--- src/rtl/dds_ldr_pkg.sv ---
package dds_ldr_pkg;
  localparam int FREQ_W  = 32;
  localparam int PHASE_W = 5;
  localparam int MODE_W  = 2;
  localparam int WORD_W  = FREQ_W + MODE_W + 1 + PHASE_W;

  // Field order, LSB first on the wire: frequency, mode, power-down, phase.
  typedef struct packed {
    logic [PHASE_W-1:0] phase;
    logic               pdn;
    logic [MODE_W-1:0]  mode;
    logic [FREQ_W-1:0]  freq;
  } ctrl_word_t;

  typedef enum logic [2:0] {
    S_IDLE, S_LOW, S_HIGH, S_GAP, S_STROBE, S_DONE
  } seq_state_t;
endpackage

--- src/rtl/dds_word_pack.sv ---
module dds_word_pack
  import dds_ldr_pkg::*;
(
  input  logic [FREQ_W-1:0]  freq_i,
  input  logic [PHASE_W-1:0] phase_i,
  input  logic               pdn_i,
  input  logic [MODE_W-1:0]  mode_i,
  output ctrl_word_t         word_o
);
  // Nonzero mode values reach test modes of the synthesizer; mask them off.
  localparam logic [MODE_W-1:0] MODE_KEEP = '0;

  always_comb begin
    word_o.freq  = freq_i;
    word_o.mode  = mode_i & MODE_KEEP;
    word_o.pdn   = pdn_i;
    word_o.phase = phase_i;
  end
endmodule

--- src/rtl/dds_shift_out.sv ---
module dds_shift_out #(
  parameter int W = 40
) (
  input  logic         clk,
  input  logic         rst,
  input  logic         load_i,
  input  logic         shift_i,
  input  logic [W-1:0] data_i,
  output logic         bit_o
);
  logic [W-1:0] sreg;

  // Shifting in zeros leaves the line low once the last bit is gone.
  always_ff @(posedge clk) begin
    if (rst)          sreg <= '0;
    else if (load_i)  sreg <= data_i;
    else if (shift_i) sreg <= {1'b0, sreg[W-1:1]};
  end

  assign bit_o = sreg[0];
endmodule

--- src/rtl/dds_load_seq.sv ---
module dds_load_seq
  import dds_ldr_pkg::*;
#(
  parameter int WORD_BITS = 40,
  parameter int LO_CYC    = 2,
  parameter int HI_CYC    = 2,
  parameter int STB_CYC   = 3
) (
  input  logic clk,
  input  logic rst,
  input  logic start_i,
  output logic ready_o,
  output logic load_o,
  output logic shift_o,
  output logic wclk_o,
  output logic commit_o,
  output logic done_o,
  output logic busy_o
);
  localparam int CNT_MAX = (LO_CYC > HI_CYC) ? ((LO_CYC > STB_CYC) ? LO_CYC : STB_CYC)
                                             : ((HI_CYC > STB_CYC) ? HI_CYC : STB_CYC);
  localparam int CNT_W   = $clog2(CNT_MAX + 1);
  localparam int BIT_W   = $clog2(WORD_BITS);
  localparam logic [CNT_W-1:0] LO_END  = CNT_W'(LO_CYC - 1);
  localparam logic [CNT_W-1:0] HI_END  = CNT_W'(HI_CYC - 1);
  localparam logic [CNT_W-1:0] STB_END = CNT_W'(STB_CYC - 1);
  localparam logic [BIT_W-1:0] LAST_BIT = BIT_W'(WORD_BITS - 1);

  seq_state_t       state;
  logic [CNT_W-1:0] cnt;
  logic [BIT_W-1:0] bitn;

  assign ready_o  = (state == S_IDLE);
  assign load_o   = ready_o && start_i;
  assign shift_o  = (state == S_HIGH) && (cnt == HI_END);
  assign wclk_o   = (state == S_HIGH);
  assign commit_o = (state == S_STROBE);
  assign done_o   = (state == S_DONE);
  assign busy_o   = !ready_o;

  always_ff @(posedge clk) begin
    if (rst) begin
      state <= S_IDLE;
      cnt   <= '0;
      bitn  <= '0;
    end else begin
      unique case (state)
        S_IDLE: if (start_i) begin
          state <= S_LOW;
          cnt   <= '0;
          bitn  <= '0;
        end
        S_LOW: if (cnt == LO_END) begin
          state <= S_HIGH;
          cnt   <= '0;
        end else cnt <= cnt + 1'b1;
        S_HIGH: if (cnt == HI_END) begin
          cnt <= '0;
          if (bitn == LAST_BIT) state <= S_GAP;
          else begin
            state <= S_LOW;
            bitn  <= bitn + 1'b1;
          end
        end else cnt <= cnt + 1'b1;
        S_GAP: if (cnt == LO_END) begin
          state <= S_STROBE;
          cnt   <= '0;
        end else cnt <= cnt + 1'b1;
        S_STROBE: if (cnt == STB_END) begin
          state <= S_DONE;
          cnt   <= '0;
        end else cnt <= cnt + 1'b1;
        S_DONE: state <= S_IDLE;
        default: state <= S_IDLE;
      endcase
    end
  end
endmodule

--- src/rtl/dds_word_loader.sv ---
module dds_word_loader
  import dds_ldr_pkg::*;
#(
  parameter int LO_CYC  = 2,
  parameter int HI_CYC  = 2,
  parameter int STB_CYC = 3
) (
  input  logic               clk,
  input  logic               rst,
  input  logic               req_valid,
  output logic               req_ready,
  input  logic [FREQ_W-1:0]  req_freq,
  input  logic [PHASE_W-1:0] req_phase,
  input  logic               req_pdn,
  input  logic [MODE_W-1:0]  req_mode,
  output logic               busy,
  output logic               done,
  output logic               ser_data,
  output logic               ser_clk,
  output logic               ser_commit
);
  ctrl_word_t word;
  logic       load, shift;

  dds_word_pack u_pack (
    .freq_i(req_freq), .phase_i(req_phase), .pdn_i(req_pdn),
    .mode_i(req_mode), .word_o(word)
  );

  dds_load_seq #(
    .WORD_BITS(WORD_W), .LO_CYC(LO_CYC), .HI_CYC(HI_CYC), .STB_CYC(STB_CYC)
  ) u_seq (
    .clk(clk), .rst(rst), .start_i(req_valid), .ready_o(req_ready),
    .load_o(load), .shift_o(shift), .wclk_o(ser_clk), .commit_o(ser_commit),
    .done_o(done), .busy_o(busy)
  );

  dds_shift_out #(.W(WORD_W)) u_shift (
    .clk(clk), .rst(rst), .load_i(load), .shift_i(shift),
    .data_i(word), .bit_o(ser_data)
  );
endmodule

--- config.mk ---
export PLATFORM = sky130hd
export DESIGN_NAME = dds_word_loader
export DESIGN_NICKNAME = d
export VERILOG_FILES = /design/src/rtl/dds_ldr_pkg.sv /design/src/rtl/dds_word_pack.sv /design/src/rtl/dds_shift_out.sv /design/src/rtl/dds_load_seq.sv /design/src/rtl/dds_word_loader.sv
export SDC_FILE = /design/constraint.sdc
export NUM_CORES = 1
export LEC_CHECK = 0
export ABC_AREA = 0
export BUFFER_PORTS_ARGS = -buffer_cell sky130_fd_sc_hd__buf_2
export CELL_PAD_IN_SITES_DETAIL_PLACEMENT = 1
export CELL_PAD_IN_SITES_GLOBAL_PLACEMENT = 1
export CORE_UTILIZATION = 42
export CTS_CLUSTER_DIAMETER = 120
export DETAILED_ROUTE_END_ITERATION = 10
export PLACE_DENSITY = 0.77
export SLEW_MARGIN = 10
export SYNTH_ARGS = -nofsm -noshare
export SYNTH_HDL_FRONTEND = slang
export SYNTH_HIERARCHICAL = 1
export SYNTH_SLANG_ARGS = --single-unit
--- constraint.sdc ---
create_clock -name clk -period 3.7 [get_ports clk]
set_clock_uncertainty 0.2 [all_clocks]
set_input_delay 0.74 -clock clk [delete_from_list [all_inputs] [get_ports clk]]
set_output_delay 0.74 -clock clk [all_outputs]
set_load 0.1 [all_outputs]
* Word-level counts from Yosys, hierarchy flattened *
Cells that the tools add are included.

word-level totals
  flip-flop bits (word level) = 51
  input port bits = 43
  output and inout bits = 6
  word-level logic and storage cells = 50

cells by class
  add/subtract/negate cells = 2
  eq/ne operators = 14
  mux-type cells = 17
  reductions and logical operators = 12

operators with widths
  cell                   number
  $mux W40               2
  $mux W6                3
  $mux W3                5
  $pmux W3 S5            1
  $pmux W6 S2            1
  $mux W2                4
  $ne A2 B1 Y1 const B   4
  $add A6 B1 Y6 const B  1
  $eq A3 B2 Y1 const B   2
  $eq A3 B3 Y1 const B   2
  $eq A6 B6 Y1 const B   1
  $pmux W2 S3            1
  $reduce_and A5 Y1      1
  $ne A2 B2 Y1 const B   2
  $reduce_and A4 Y1      1
  $reduce_bool A2 Y1     2
  $eq A3 B1 Y1 const B   1
  $logic_not A3 Y1       1
  $reduce_bool A3 Y1     1
  $reduce_or A3 Y1       1
  $add A2 B1 Y2 const B  1
  $eq A2 B1 Y1 const B   1
  $eq A2 B2 Y1 const B   1
  $logic_and A1 B1 Y1    2
  other kinds (3)        3

* Depth between registers and ports, before layout *
Gate-level depths: netlist of run 1.

  word-level depth = 4
  mapped depth = 7
  depth with buffers taken out = 5

* Cells and area by module *
Netlist of run 1, hierarchy kept.

by module, submodules not included
  module         instances  cells each  area an instance (µm²)  seq. area each (µm²)
  dds_shift_out  1          178         1849.3                  800.8
  dds_load_seq   1          88          671.9                   220.2
  dds_word_pack  1          41          304.0                   0.0

* Worst setup path after synthesis of run 1 *
No wires, ideal clock.

  path kind = reg2out
  start point = register u_seq.state[2]
  end point = output port ser_commit
  arrival time = 2.918 ns
  required time = 2.760 ns
  path slack = -0.158 ns
  cell stages (with the launch flop) = 3
  path buffers = 1
  path through = dfxtp_1 clkbuf_1 nor3b_1

between the ends
  word-level cells in the longest chain between the ends = 1

ends and longest elaborated chain
  item                    line                   RTL
  from (decl)             dds_load_seq.sv:29     seq_state_t state;
  from (signal assigned)  dds_load_seq.sv:43     state <= S_IDLE;
  from (signal assigned)  dds_load_seq.sv:49     state <= S_LOW;
  from (signal assigned)  dds_load_seq.sv:54     state <= S_HIGH;
  $eq A3 B3 Y1            dds_load_seq.sv:37     assign commit_o = (state == S_STROBE);
  to (decl)               dds_word_loader.sv:20  output logic ser_commit

No other way between the ends.

* Final worst setup path of run 1 *
  start point = register u_seq.state[1]
  end point = register u_shift.sreg[6]

between the ends
  word-level cells in the longest chain between the ends = 3
  elaborated cells on any way between the ends = 6
  classes of those cells = 1 x eq/ne; 1 x mux; 4 x reduce/logical

ends and longest elaborated chain
  item                                                   line                   RTL
  $logic_not A3 Y1 *                                     dds_load_seq.sv:33     assign ready_o = (state == S_IDLE);
  $logic_and A1 B1 Y1 *                                  dds_load_seq.sv:34     assign load_o = ready_o && start_i;
  via load                                               dds_word_loader.sv:23  logic load, shift;
  $mux W40 / $reduce_bool A2 Y1 (equally long branches)  n/a
  to (signal assigned)                                   dds_shift_out.sv:16    else if (load_i) sreg <= data_i;
  to (signal assigned)                                   dds_shift_out.sv:17    else if (shift_i) sreg <= {1'b0, sreg[W-1:1]};
  to (decl)                                              dds_shift_out.sv:11    logic [W-1:0] sreg;

Mark *: on every way through the listed nets, which the timed path passes. The rest lies on a longest branch.
A chain may end at the register's enable or synchronous reset.

==> flow_metrics.env, run 1 <==
export IMPL_outcome="complete, but fails checks"
export IMPL_violations="design-rule violations"
export IMPL_ys_ff_latch=51
export IMPL_tns_ns=0
export IMPL_ys_seq_area_share_pct=36.14
export IMPL_synth_xor_area_share_pct=0
export IMPL_worst_pin_slew_ns=1.211
export IMPL_drt_vias_per_instance=5.423
export IMPL_synth_top_family_by_area="simple AND/OR/NAND/NOR gates"
export IMPL_clk_pin_slew_ns=0.10
export IMPL_path_cells="or4b_4 > inv_1 > clkinv_1 > a211oi_1"
export IMPL_ys_types=42
export IMPL_holdBufCountCts=0
export IMPL_grt_max_degree=44
export IMPL_synth_cells=307
export IMPL_detail_route_antenna_nets=0
export IMPL_die_area_um2=7059
export IMPL_nNetsFinal=347
export IMPL_cts_tree="done"
export IMPL_ys_warn_count=6
export IMPL_dp_hpwl_mm=3.588
export IMPL_synth_async_reset_ratio_pct=0
export IMPL_final_max_slew_viol_count=0
export IMPL_gp_congestion=0.7520
export IMPL_fmax_mhz=335.1
export IMPL_rsz0062_at_grt="no"
export IMPL_slowest_delay_ns=0.92
export IMPL_finalCriticalPeriod_ns=2.984
export IMPL_synth_edff_count=0
export IMPL_p_total_w=0.001309
export IMPL_min_path_type="register to register"
export IMPL_numCtsBuffers=5
export IMPL_yosysTopAreaCellShare_pct=36.14
export IMPL_finalSetupViolations=0
export IMPL_synth_top_flop_cell="dfxtp_1"
export IMPL_synth_simple_gate_area_share_pct=17.14
export IMPL_startpoint_type="register"
export IMPL_area_growth_pct=2.082
export IMPL_use_met2_pct=26.68
export IMPL_firstDrtPassIters=7
export IMPL_routed_wl_mm=5.746
export IMPL_drive_above_1_share_pct=20.07
export IMPL_hold_ws_ns=0.3270
export IMPL_core_area_um2=6422
export IMPL_min_period_over_period_pct=80.66
export IMPL_worstPathRequired_ns=3.72
export IMPL_cts_sinks=51
export IMPL_cts_resized_gates=0
export IMPL_antenna_found_initial=0
export IMPL_port_buffers=46
export IMPL_path_class="register to register"
export IMPL_fin_cells=381
export IMPL_synth_top_area_cell="dfxtp_1"
export IMPL_clk_latency_ns=0.31
export IMPL_rows=29
export IMPL_cpMaxStageDelayCell="clkinv_1"
export IMPL_maxSlewHeadroom_pct=18.76
export IMPL_wire_per_inst_um=15.08
export IMPL_root_buffer="clkbuf_8"
export IMPL_drtIter0Drc=61
export IMPL_synthAdderAreaFrac_pct=0.4429
export IMPL_die_w_um=84.02
export IMPL_synth_compound_area_share_pct=16.65
export IMPL_grtUsageMet1_pct=22.35
export IMPL_grt_usage_pct=16.80
export IMPL_synth_area_top_cells="dfxtp_1 (36%), mux2i_1 (14%), buf_4 (11%)"
export IMPL_grt_met3_usage_pct=4.847
export IMPL_vdd_drop_max_mv=0.2064
export IMPL_cp_arrival_ns=3.00
export IMPL_initial_core_util_pct=43.99
export IMPL_grt_first_pass_wirelength_mm=9.625
export IMPL_n_antenna_cell=0
export IMPL_htreeDepth=2
export IMPL_syn_area_per_cell_um2=9.203
export IMPL_syn_cell_area_um2=2825
export IMPL_cp_max_fo=39
export IMPL_hold_violations=0
export IMPL_cts_setup_buffers=0
export IMPL_power_leakage_nw=1.015
export IMPL_crit_path_end_kind="register"
export IMPL_route_detailed_drc=4
export IMPL_die_y_um=84.02
export IMPL_busiest_layer="met2"
export IMPL_ios=49
export IMPL_power_density_nw_per_um2=453.7
export IMPL_vias=2066
export IMPL_cts_buffer_depth=2
export IMPL_synth_mux_area_share_pct=13.82
export IMPL_grt_pass1_vias=2008
export IMPL_maxCapViolations=0
export IMPL_grt_overflow=0
export IMPL_dp_cells=373
## synth_stat cells (2+ instances only)
master,number
dfxtp_1,51
buf_4,41
o21a_1,2
buf_2,3
nand2_1,7
clkbuf_1,13
nor2b_1,40
nor3_1,3
a21oi_1,6
a31oi_1,2
nand3_1,7
inv_1,7
nor2_1,11
nor3b_1,3
buf_6,4
mux2i_1,39
o21ai_0,4
a211oi_1,40
## worst max-delay path, delay by kind of cell (launching register included)
kind	cells	cell delay, ns
DFF	1	0.47
buffers and inverters	2	1.02
AOI/OAI and AO/OA	1	0.54
and+or+nand+nor	1	0.65
## layout by cell type, fill, tap and decap left out, drive strengths merged, types with 6 or more instances in the layout
cell / count
nand3: 7
nor2: 11
buf: 49
clkbuf: 6
nor2b: 40
a211oi: 40
a21oi: 7
nand2: 7
mux2i: 39
inv: 7
dfxtp: 51
## path summary, 6_finish.rpt
path | startpoint | endpoint | slack, ns | depth (start not counted)
hold / removal | u_seq/bitn[1] | u_seq/bitn[1] | 0.33 | 2
setup reg to reg | u_seq/state[1] | u_shift/sreg[6] | 0.72 | 4
hold reg to reg | u_seq/bitn[1] | u_seq/bitn[1] | 0.33 | 2
setup / recovery | u_seq/state[1] | u_shift/sreg[6] | 0.72 | 4
## metal layers
metal,routed length [µm],up-vias
met2,2660,42
met5,0,-
met1,2766,977
met3,250,7
li1,-,1040
met4,69,0
## logic make-up (layout without fill, tap and decap cells)
kind of cell | count (synthesis) | count (layout)
multiplexers | 39 | 39
flip-flops | 51 | 51
other | 1 | 2
AO/OA/AOI/OAI | 65 | 65
buffers and inverters | 68 | 64
adder cells (fa/ha/maj) | 1 | 1
AND/OR/NAND/NOR | 82 | 82
## where the power goes
group	switching [W]	leakage [nW]	internal (W)	total [W]
Sequential	0.0000414	0.421	0.000606	0.000648
Combinational	0.000161	0.538	0.000105	0.000266
Clock	0.000190	0.0558	0.000205	0.000395
Total	0.000392	1.02	0.000916	0.00131
## metrics by stage
stage | worst slack [ns] | utilization, % | instance area (µm²)
after global routing | 0.5341 | 44.91 | 2884
after detailed placement | 0.9592 | 43.17 | 2773
after CTS | 0.8819 | 44.91 | 2884
after global placement | 1.013 | 43.17 | 2773
final | 0.7156 | 44.91 | 2884
after floorplan | 0.02565 | - | 2834
## registers in the layout, summed over array words and instances, names as in the netlist
signal	flops
u_seq/cnt	2
u_seq/state	3
u_seq/bitn	6
u_shift/sreg	40
## area by class of cell
type	count	area, µm²
Fill cell	762	3538
Multi-Input combinational cell	189	1376
Sequential cell	51	1021
Timing Repair Buffer	49	252.7
Tap cell	77	96.34
Clock buffer	6	72.57
Clock inverter	2	38.79
Inverter	7	26.28
Note: power is estimated with default switching activity, not from simulation.
==> run 2, diff against run 1 <==
--- a/config.mk
+++ b/config.mk
@@ -5,14 +5,14 @@
 export SDC_FILE = /design/constraint.sdc
 export NUM_CORES = 1
 export LEC_CHECK = 0
-export ABC_AREA = 0
+export ABC_AREA = 1
 export BUFFER_PORTS_ARGS = -buffer_cell sky130_fd_sc_hd__buf_2
 export CELL_PAD_IN_SITES_DETAIL_PLACEMENT = 1
 export CELL_PAD_IN_SITES_GLOBAL_PLACEMENT = 1
-export CORE_UTILIZATION = 42
+export CORE_UTILIZATION = 39
 export CTS_CLUSTER_DIAMETER = 120
 export DETAILED_ROUTE_END_ITERATION = 10
-export PLACE_DENSITY = 0.77
+export PLACE_DENSITY = 0.78
 export SLEW_MARGIN = 10
 export SYNTH_ARGS = -nofsm -noshare
 export SYNTH_HDL_FRONTEND = slang
==> constraint.sdc (replaced) <==
create_clock -name clk -period 2.9 [get_ports clk]
set_clock_uncertainty 0.2 [all_clocks]
set_input_delay 0.58 -clock clk [delete_from_list [all_inputs] [get_ports clk]]
set_output_delay 0.58 -clock clk [all_outputs]
set_load 0.1 [all_outputs]
==> run 2 against run 1 <==
Against the previous run:
- the run now ends clean
- non-clock buffer count up 1
- via count up 32%
- core utilization decreased by 2.6 points
- register-to-register slack lost 0.19 ns
- die area rose by 16%
- global-route usage rose by 0.49 points
- largest power group is now combinational cells
- highest routed layer unchanged
==> flow_metrics.env, run 2 <==
export IMPL_p_switching_w=0.001631
export IMPL_grt_pass1_vias=2777
export IMPL_routed_wl_mm=6.713
export IMPL_drive_above_1_share_pct=16.06
export IMPL_pwr_share_comb_pct=53.2
export IMPL_synth_edff_count=0
export IMPL_maxSlewHeadroom_pct=43.70
export IMPL_power_leakage_nw=1.616
export IMPL_cpMaxStageDelayCell="buf_2"
export IMPL_dpl_cell_area_um2=3029
export IMPL_tns_ns=0
export IMPL_ys_types=25
export IMPL_ios=49
export IMPL_vias=2737
export IMPL_grt_overflow=0
export IMPL_stdcell_area_um2=3133
export IMPL_path_class="register to output port"
export IMPL_slowest_delay_ns=0.44
export IMPL_synth_top_flop_cell="dfxtp_1"
export IMPL_cts_buffer_depth=2
export IMPL_busiest_layer="met2"
export IMPL_ys_ff_latch=51
export IMPL_die_area_um2=8199
export IMPL_intPower_w=0.001641
export IMPL_clk_latency_ns=0.31
export IMPL_holdBufCountCts=0
export IMPL_use_met2_pct=31.94
export IMPL_finalSetupViolations=0
export IMPL_detail_route_antenna_nets=0
export IMPL_largest_registers="u_shift/sreg x40, u_seq/bitn x6, u_seq/state x3"
export IMPL_drt_vias_per_instance=4.631
export IMPL_grt_met3_usage_pct=3.030
export IMPL_grtUsageMet1_pct=20.47
export IMPL_nFillCells=1026
export IMPL_rsz0062_at_grt="no"
export IMPL_grt_usage_pct=17.29
export IMPL_path_cells="inv_1 > nand3_2 > inv_2 > buf_2"
export IMPL_gp_congestion=0.8173
export IMPL_cp_max_fo=11
export IMPL_dp_hpwl_mm=4.639
export IMPL_ys_seq_area_share_pct=33.39
export IMPL_setup_slack_ns=0.3144
export IMPL_cts_tree="done"
export IMPL_nNetsFinal=535
export IMPL_grt_first_pass_wirelength_mm=11.89
export IMPL_synth_most_common_cell="nand2_1"
export IMPL_yosysTopAreaCellShare_pct=33.39
export IMPL_maxCapViolations=0
export IMPL_min_path_type="register to register"
export IMPL_regMostFlops="u_shift/sreg"
export IMPL_vdd_drop_max_mv=1.278
export IMPL_drtIter0Drc=61
export IMPL_finalCriticalPeriod_ns=2.586
export IMPL_synth_cells=495
export IMPL_pre_cts_slack_ns=0.4513
export IMPL_firstDrtPassIters=4
export IMPL_power_density_nw_per_um2=1045
export IMPL_cts_sinks=51
export IMPL_synth_top_area_cell="dfxtp_1"
export IMPL_wire_per_inst_um=11.36
export IMPL_antenna_found_initial=0
export IMPL_synth_async_reset_ratio_pct=0
export IMPL_startpoint_type="register"
export IMPL_hold_violations=0
export IMPL_cts_resized_gates=0
export IMPL_hold_ws_ns=0.2711
export IMPL_p_total_w=0.003273
export IMPL_cts_setup_buffers=0
export IMPL_final_max_slew_viol_count=0
export IMPL_worst_pin_slew_ns=0.8436
export IMPL_syn_cell_area_um2=3058
export IMPL_clk_pin_slew_ns=0.09
export IMPL_grt_max_degree=42
export IMPL_p_seq_share_pct=33.0
export IMPL_ys_warn_count=6
export IMPL_min_period_over_period_pct=89.16
export IMPL_outcome="complete, no violations"
export IMPL_power_frac_clock_pct=13.9
export IMPL_largest_reg_flops=40
export IMPL_area_growth_pct=2.455
export IMPL_crit_path_end_kind="output port"
export IMPL_numCtsBuffers=5
export IMPL_worstPathRequired_ns=2.12
export IMPL_synth_area_top_cells="dfxtp_1 (33%), nand2_1 (27%), buf_4 (11%)"
export IMPL_swShare_pct=49.85
export IMPL_cp_arrival_ns=1.81
export IMPL_initial_core_util_pct=41.28
export IMPL_synth_common_cells="nand2_1 (218), inv_1 (53), dfxtp_1 (51), buf_4 (45), a21oi_1 (43)"
export IMPL_htreeDepth=2
export IMPL_syn_area_per_cell_um2=6.178
export IMPL_final_cell_mix="nand2_1 (218), inv_1 (53), dfxtp_1 (51), buf_2 (46), a21oi_1 (43)"
export IMPL_rows=31
export IMPL_fmax_mhz=386.8
export IMPL_die_w_um=90.55
export IMPL_core_area_um2=7408
export IMPL_root_buffer="clkbuf_8"
export IMPL_n_antenna_cell=0
export IMPL_route_detailed_drc=0
export IMPL_layout_cells_most_common="nand2_1"
export IMPL_die_y_um=90.55
export IMPL_port_buffers=46
==> run 2: cell types whose count changed after synthesis, moves of 7 or more <==
cell	change
nand2_1	+211
inv_1	+46
a211oi_1	-40
nor2b_1	-40
mux2i_1	-39
a21oi_1	+37
nand3_1	+12
clkbuf_1	-9
buf_2	+7
==> run 2: worst paths after layout <==
check	start	end	slack (ns)	depth (start not counted)
worst max register to register	u_seq/state[2]	u_shift/sreg[0]	0.53	9
worst min register to register	u_shift/sreg[39]	u_shift/sreg[39]	0.27	2
worst max-delay path	u_seq/state[2]	ser_clk	0.31	4
worst min-delay path	u_shift/sreg[39]	u_shift/sreg[39]	0.27	2
==> run 2: worst max-delay path, delay by kind of cell, from the launching register on <==
kind | cells | cell delay, ns
buf+inv | 3 | 0.93
flops | 1 | 0.33
simple gates | 1 | 0.24
==> run 2: layout make-up <==
cell class / count / area [µm²] / share of cell area (%)
Timing Repair Buffer: 50 / 260.3 / 8.307
Clock inverter: 1 / 7.507 / 0.2396
Multi-Input combinational cell: 324 / 1403 / 44.77
Inverter: 59 / 221.5 / 7.069
Tap cell: 99 / 123.9 / 3.954
Sequential cell: 51 / 1021 / 32.59
Clock buffer: 7 / 96.34 / 3.075
==> run 2: cells by family (layout without fill, tap and decap cells) <==
family / count (synthesis) / in the layout / share of synthesized area, %
simple gates: 268 / 268 / 35.60
other cells: 1 / 2 / 0.1226
fa+ha+maj: 1 / 1 / 0.4091
compound gates: 53 / 53 / 8.961
buf+inv: 121 / 117 / 21.52
flops: 51 / 51 / 33.39
==> run 2: layer usage <==
layer / vias up / share of wire, %
met5: - / 0
met3: 4 / 2.4
met4: 0 / 0.73
met1: 1255 / 46
li1: 1443 / -
met2: 35 / 51
==> run 2: metrics by stage <==
| step | util [%] | instances |
|---|---|---|
| after floorplan | - | 496 |
| after global placement | 40.89 | 583 |
| after detailed placement | 40.89 | 583 |
| after CTS | 42.29 | 591 |
| after global routing | 42.29 | 591 |
| final | 42.29 | 591 |
==> run 2: power by group through the flow <==
stage / clock network (W) / logic [W] / registers, W
2_1_floorplan: 0 / 0.00149 / 0.00108
3_3_place_gp: 0 / 0.00170 / 0.00108
3_5_place_dp: 0 / 0.00176 / 0.00109
4_1_cts: 0.000478 / 0.00176 / 0.00108
5_1_grt: 0.000507 / 0.00197 / 0.00111
6_report: 0.000455 / 0.00174 / 0.00108
==> run 3, diff against run 2 <==
--- a/config.mk
+++ b/config.mk
@@ -9,10 +9,10 @@
 export BUFFER_PORTS_ARGS = -buffer_cell sky130_fd_sc_hd__buf_2
 export CELL_PAD_IN_SITES_DETAIL_PLACEMENT = 1
 export CELL_PAD_IN_SITES_GLOBAL_PLACEMENT = 1
-export CORE_UTILIZATION = 39
+export CORE_UTILIZATION = 35
 export CTS_CLUSTER_DIAMETER = 120
 export DETAILED_ROUTE_END_ITERATION = 10
-export PLACE_DENSITY = 0.78
+export PLACE_DENSITY = 0.73
 export SLEW_MARGIN = 10
 export SYNTH_ARGS = -nofsm -noshare
 export SYNTH_HDL_FRONTEND = slang
==> constraint.sdc (replaced) <==
create_clock -name clk -period 2.1 [get_ports clk]
set_clock_uncertainty 0.2 [all_clocks]
set_input_delay 0.42 -clock clk [delete_from_list [all_inputs] [get_ports clk]]
set_output_delay 0.42 -clock clk [all_outputs]
set_load 0.1 [all_outputs]
==> run 3 against run 2 <==
Against the previous run:
- largest power group unchanged
- sequential power grew 37%
- clock-buffer cell count shrank 1
- critical endpoint unchanged
- first-iteration DRC count grew 54%
- die area grew 11%
- combinational power grew 53%
- total power grew 44%
- global-route usage shrank 1.7 points
- sequential share of layout area shrank 1.4 points
- critical path type unchanged
- non-clock buffer count grew 5
==> flow_metrics.env, run 3 (synthesized netlist as in run 2, its figures left out) <==
export IMPL_grt_pass1_vias=2699
export IMPL_final_max_slew_viol_count=0
export IMPL_clk_pin_slew_ns=0.09
export IMPL_dp_hpwl_mm=4.631
export IMPL_power_frac_clock_pct=12.2
export IMPL_antenna_found_initial=0
export IMPL_vdd_drop_max_mv=0.6309
export IMPL_area_growth_pct=7.038
export IMPL_hold_violations=0
export IMPL_cts_buffer_depth=2
export IMPL_grt_max_degree=44
export IMPL_multiInputGateArea_um2=1425
export IMPL_r2r_slack_ns=0.28
export IMPL_clk_latency_ns=0.30
export IMPL_crit_path_frequent_cell="inv_2"
export IMPL_nNetsFinal=541
export IMPL_crit_path_end_kind="output port"
export IMPL_layout_cells_most_common="nand2_1"
export IMPL_route_detailed_drc=0
export IMPL_core_area_um2=8341
export IMPL_outcome="complete, no violations"
export IMPL_largest_reg_flops=40
export IMPL_tns_ns=0
export IMPL_min_period_over_period_pct=95.37
export IMPL_firstDrtPassIters=4
export IMPL_routed_wl_mm=6.861
export IMPL_p_switching_w=0.002301
export IMPL_nFillCells=1147
export IMPL_fmax_mhz=499.3
export IMPL_rr_endpoint="u_shift/sreg[32]"
export IMPL_vias=2744
export IMPL_finalCriticalPeriod_ns=2.003
export IMPL_power_leakage_nw=1.666
export IMPL_maxCapViolations=0
export IMPL_hold_end="u_shift/sreg[39]"
export IMPL_worstPathRequired_ns=1.48
export IMPL_final_cell_mix="nand2_1 (218), inv_1 (52), dfxtp_1 (50), a21oi_1 (43), buf_2 (42)"
export IMPL_crit_start="u_seq/state[2]"
export IMPL_reg2reg_depth=8
export IMPL_cpMaxStageDelayCell="dfxtp_1"
export IMPL_finalSetupViolations=0
export IMPL_die_y_um=95.47
export IMPL_worst_pin_slew_ns=0.5253
export IMPL_cts_tree="done"
export IMPL_pwr_share_comb_pct=56.4
export IMPL_r2r_start="u_seq/state[2]"
export IMPL_ios=49
export IMPL_root_buffer="clkbuf_8"
export IMPL_drive_above_1_share_pct=17.30
export IMPL_largest_registers="u_shift/sreg x40, u_seq/bitn x6, u_seq/state x3"
export IMPL_ff_latch_area_um2=1022
export IMPL_detail_route_antenna_nets=0
export IMPL_cts_sinks=51
export IMPL_swShare_pct=48.70
export IMPL_initial_core_util_pct=36.66
export IMPL_rows=33
export IMPL_stdcell_area_um2=3273
export IMPL_rsz0062_at_grt="no"
export IMPL_path_class="register to output port"
export IMPL_drt_vias_per_instance=4.558
export IMPL_numCtsBuffers=5
export IMPL_grt_overflow=0
export IMPL_die_w_um=95.47
export IMPL_path_cells="inv_2 > nand3_2 > buf_4 > inv_2 > buf_12"
export IMPL_power_density_nw_per_um2=1443
export IMPL_drtIter0Drc=94
export IMPL_min_delay_start="req_phase[4]"
export IMPL_p_total_w=0.004724
export IMPL_gp_congestion=0.8265
export IMPL_n_antenna_cell=0
export IMPL_min_path_type="input pin to register"
export IMPL_regMostFlops="u_shift/sreg"
export IMPL_hold_depth=3
export IMPL_cp_arrival_ns=1.38
export IMPL_port_buffers=46
export IMPL_maxSlewHeadroom_pct=64.90
export IMPL_p_seq_share_pct=31.4
export IMPL_startpoint_type="register"
export IMPL_wire_per_inst_um=11.40
export IMPL_cp_max_fo=6
export IMPL_die_area_um2=9115
export IMPL_htreeDepth=2
export IMPL_grt_usage_pct=15.63
export IMPL_slowest_delay_ns=0.34
export IMPL_dpl_cell_area_um2=3156
export IMPL_fin_util_pct=39.24
export IMPL_hold_ws_ns=0.1998
export IMPL_holdBufCountCts=0
export IMPL_grt_first_pass_wirelength_mm=11.50
export IMPL_intPower_w=0.002423
-- run 3: cell types whose count changed in the layout (fill, tap and decap cells not counted), moves of 2 or more --
cell    before  now
buf_12       0    6
buf_2       46   42
buf_4        4    7
nor2_4       3    5
-- run 3: repair_timing --
action	in CTS	in global routing
endpoints found under the setup margin	1	42
buffers inserted	0	2
cloned	0	1
resized for setup	1	4
pin swaps	0	1
-- run 3: worst max path at each step --
stage	end	slack (ns)	depth (start not counted)
finish	ser_clk	0.1	5
global route	ser_clk	0.01	4
CTS	ser_clk	0.003	5
detailed placement	u_shift/sreg[16]	0.04	6
global placement	u_shift/sreg[37]	0.09	8
floorplan	req_ready	-0.03	4
-- run 3: routing by layer --
metal	GRT usage, %	up-vias	part of all wire [%]
met1	17.64	1253	46
li1	-	1455	-
met3	2.632	6	2.6
met2	30.48	30	50
met4	2.985	0	0.92
met5	0	-	0
-- run 3: area by class of cell --
class                   instances  share of cell area, %
inverters                      59                  6.843
multi-input cells             325                  43.54
flip-flops and latches         51                  31.23
clock inverters                 1                 0.1529
repair buffers                 55                  11.70
clock buffers                   6                  2.523
well taps                     105                  4.014
-- run 3: power by group through the flow --
stage	logic [W]	clock network (W)	registers, W
after detailed placement	0.00265	0	0.00150
after CTS	0.00266	0.000600	0.00148
after global routing	0.00300	0.000633	0.00152
after global placement	0.00257	0	0.00148
final	0.00267	0.000576	0.00148
after floorplan	0.00207	0	0.00149
-- run 3: critical path: cells and delay by family, from the launching register on --
family,cells,cell delay [ns]
buf+inv,4,0.62
simple gates,1,0.13
flops,1,0.34
-- run 3: per-stage QoR --
stage / std cells / setup WS, ns
2_1_floorplan: 496 / -0.02597
3_3_place_gp: 592 / 0.08852
3_5_place_dp: 592 / 0.04457
4_1_cts: 599 / 0.003344
5_1_grt: 602 / 0.01204
6_report: 602 / 0.09719
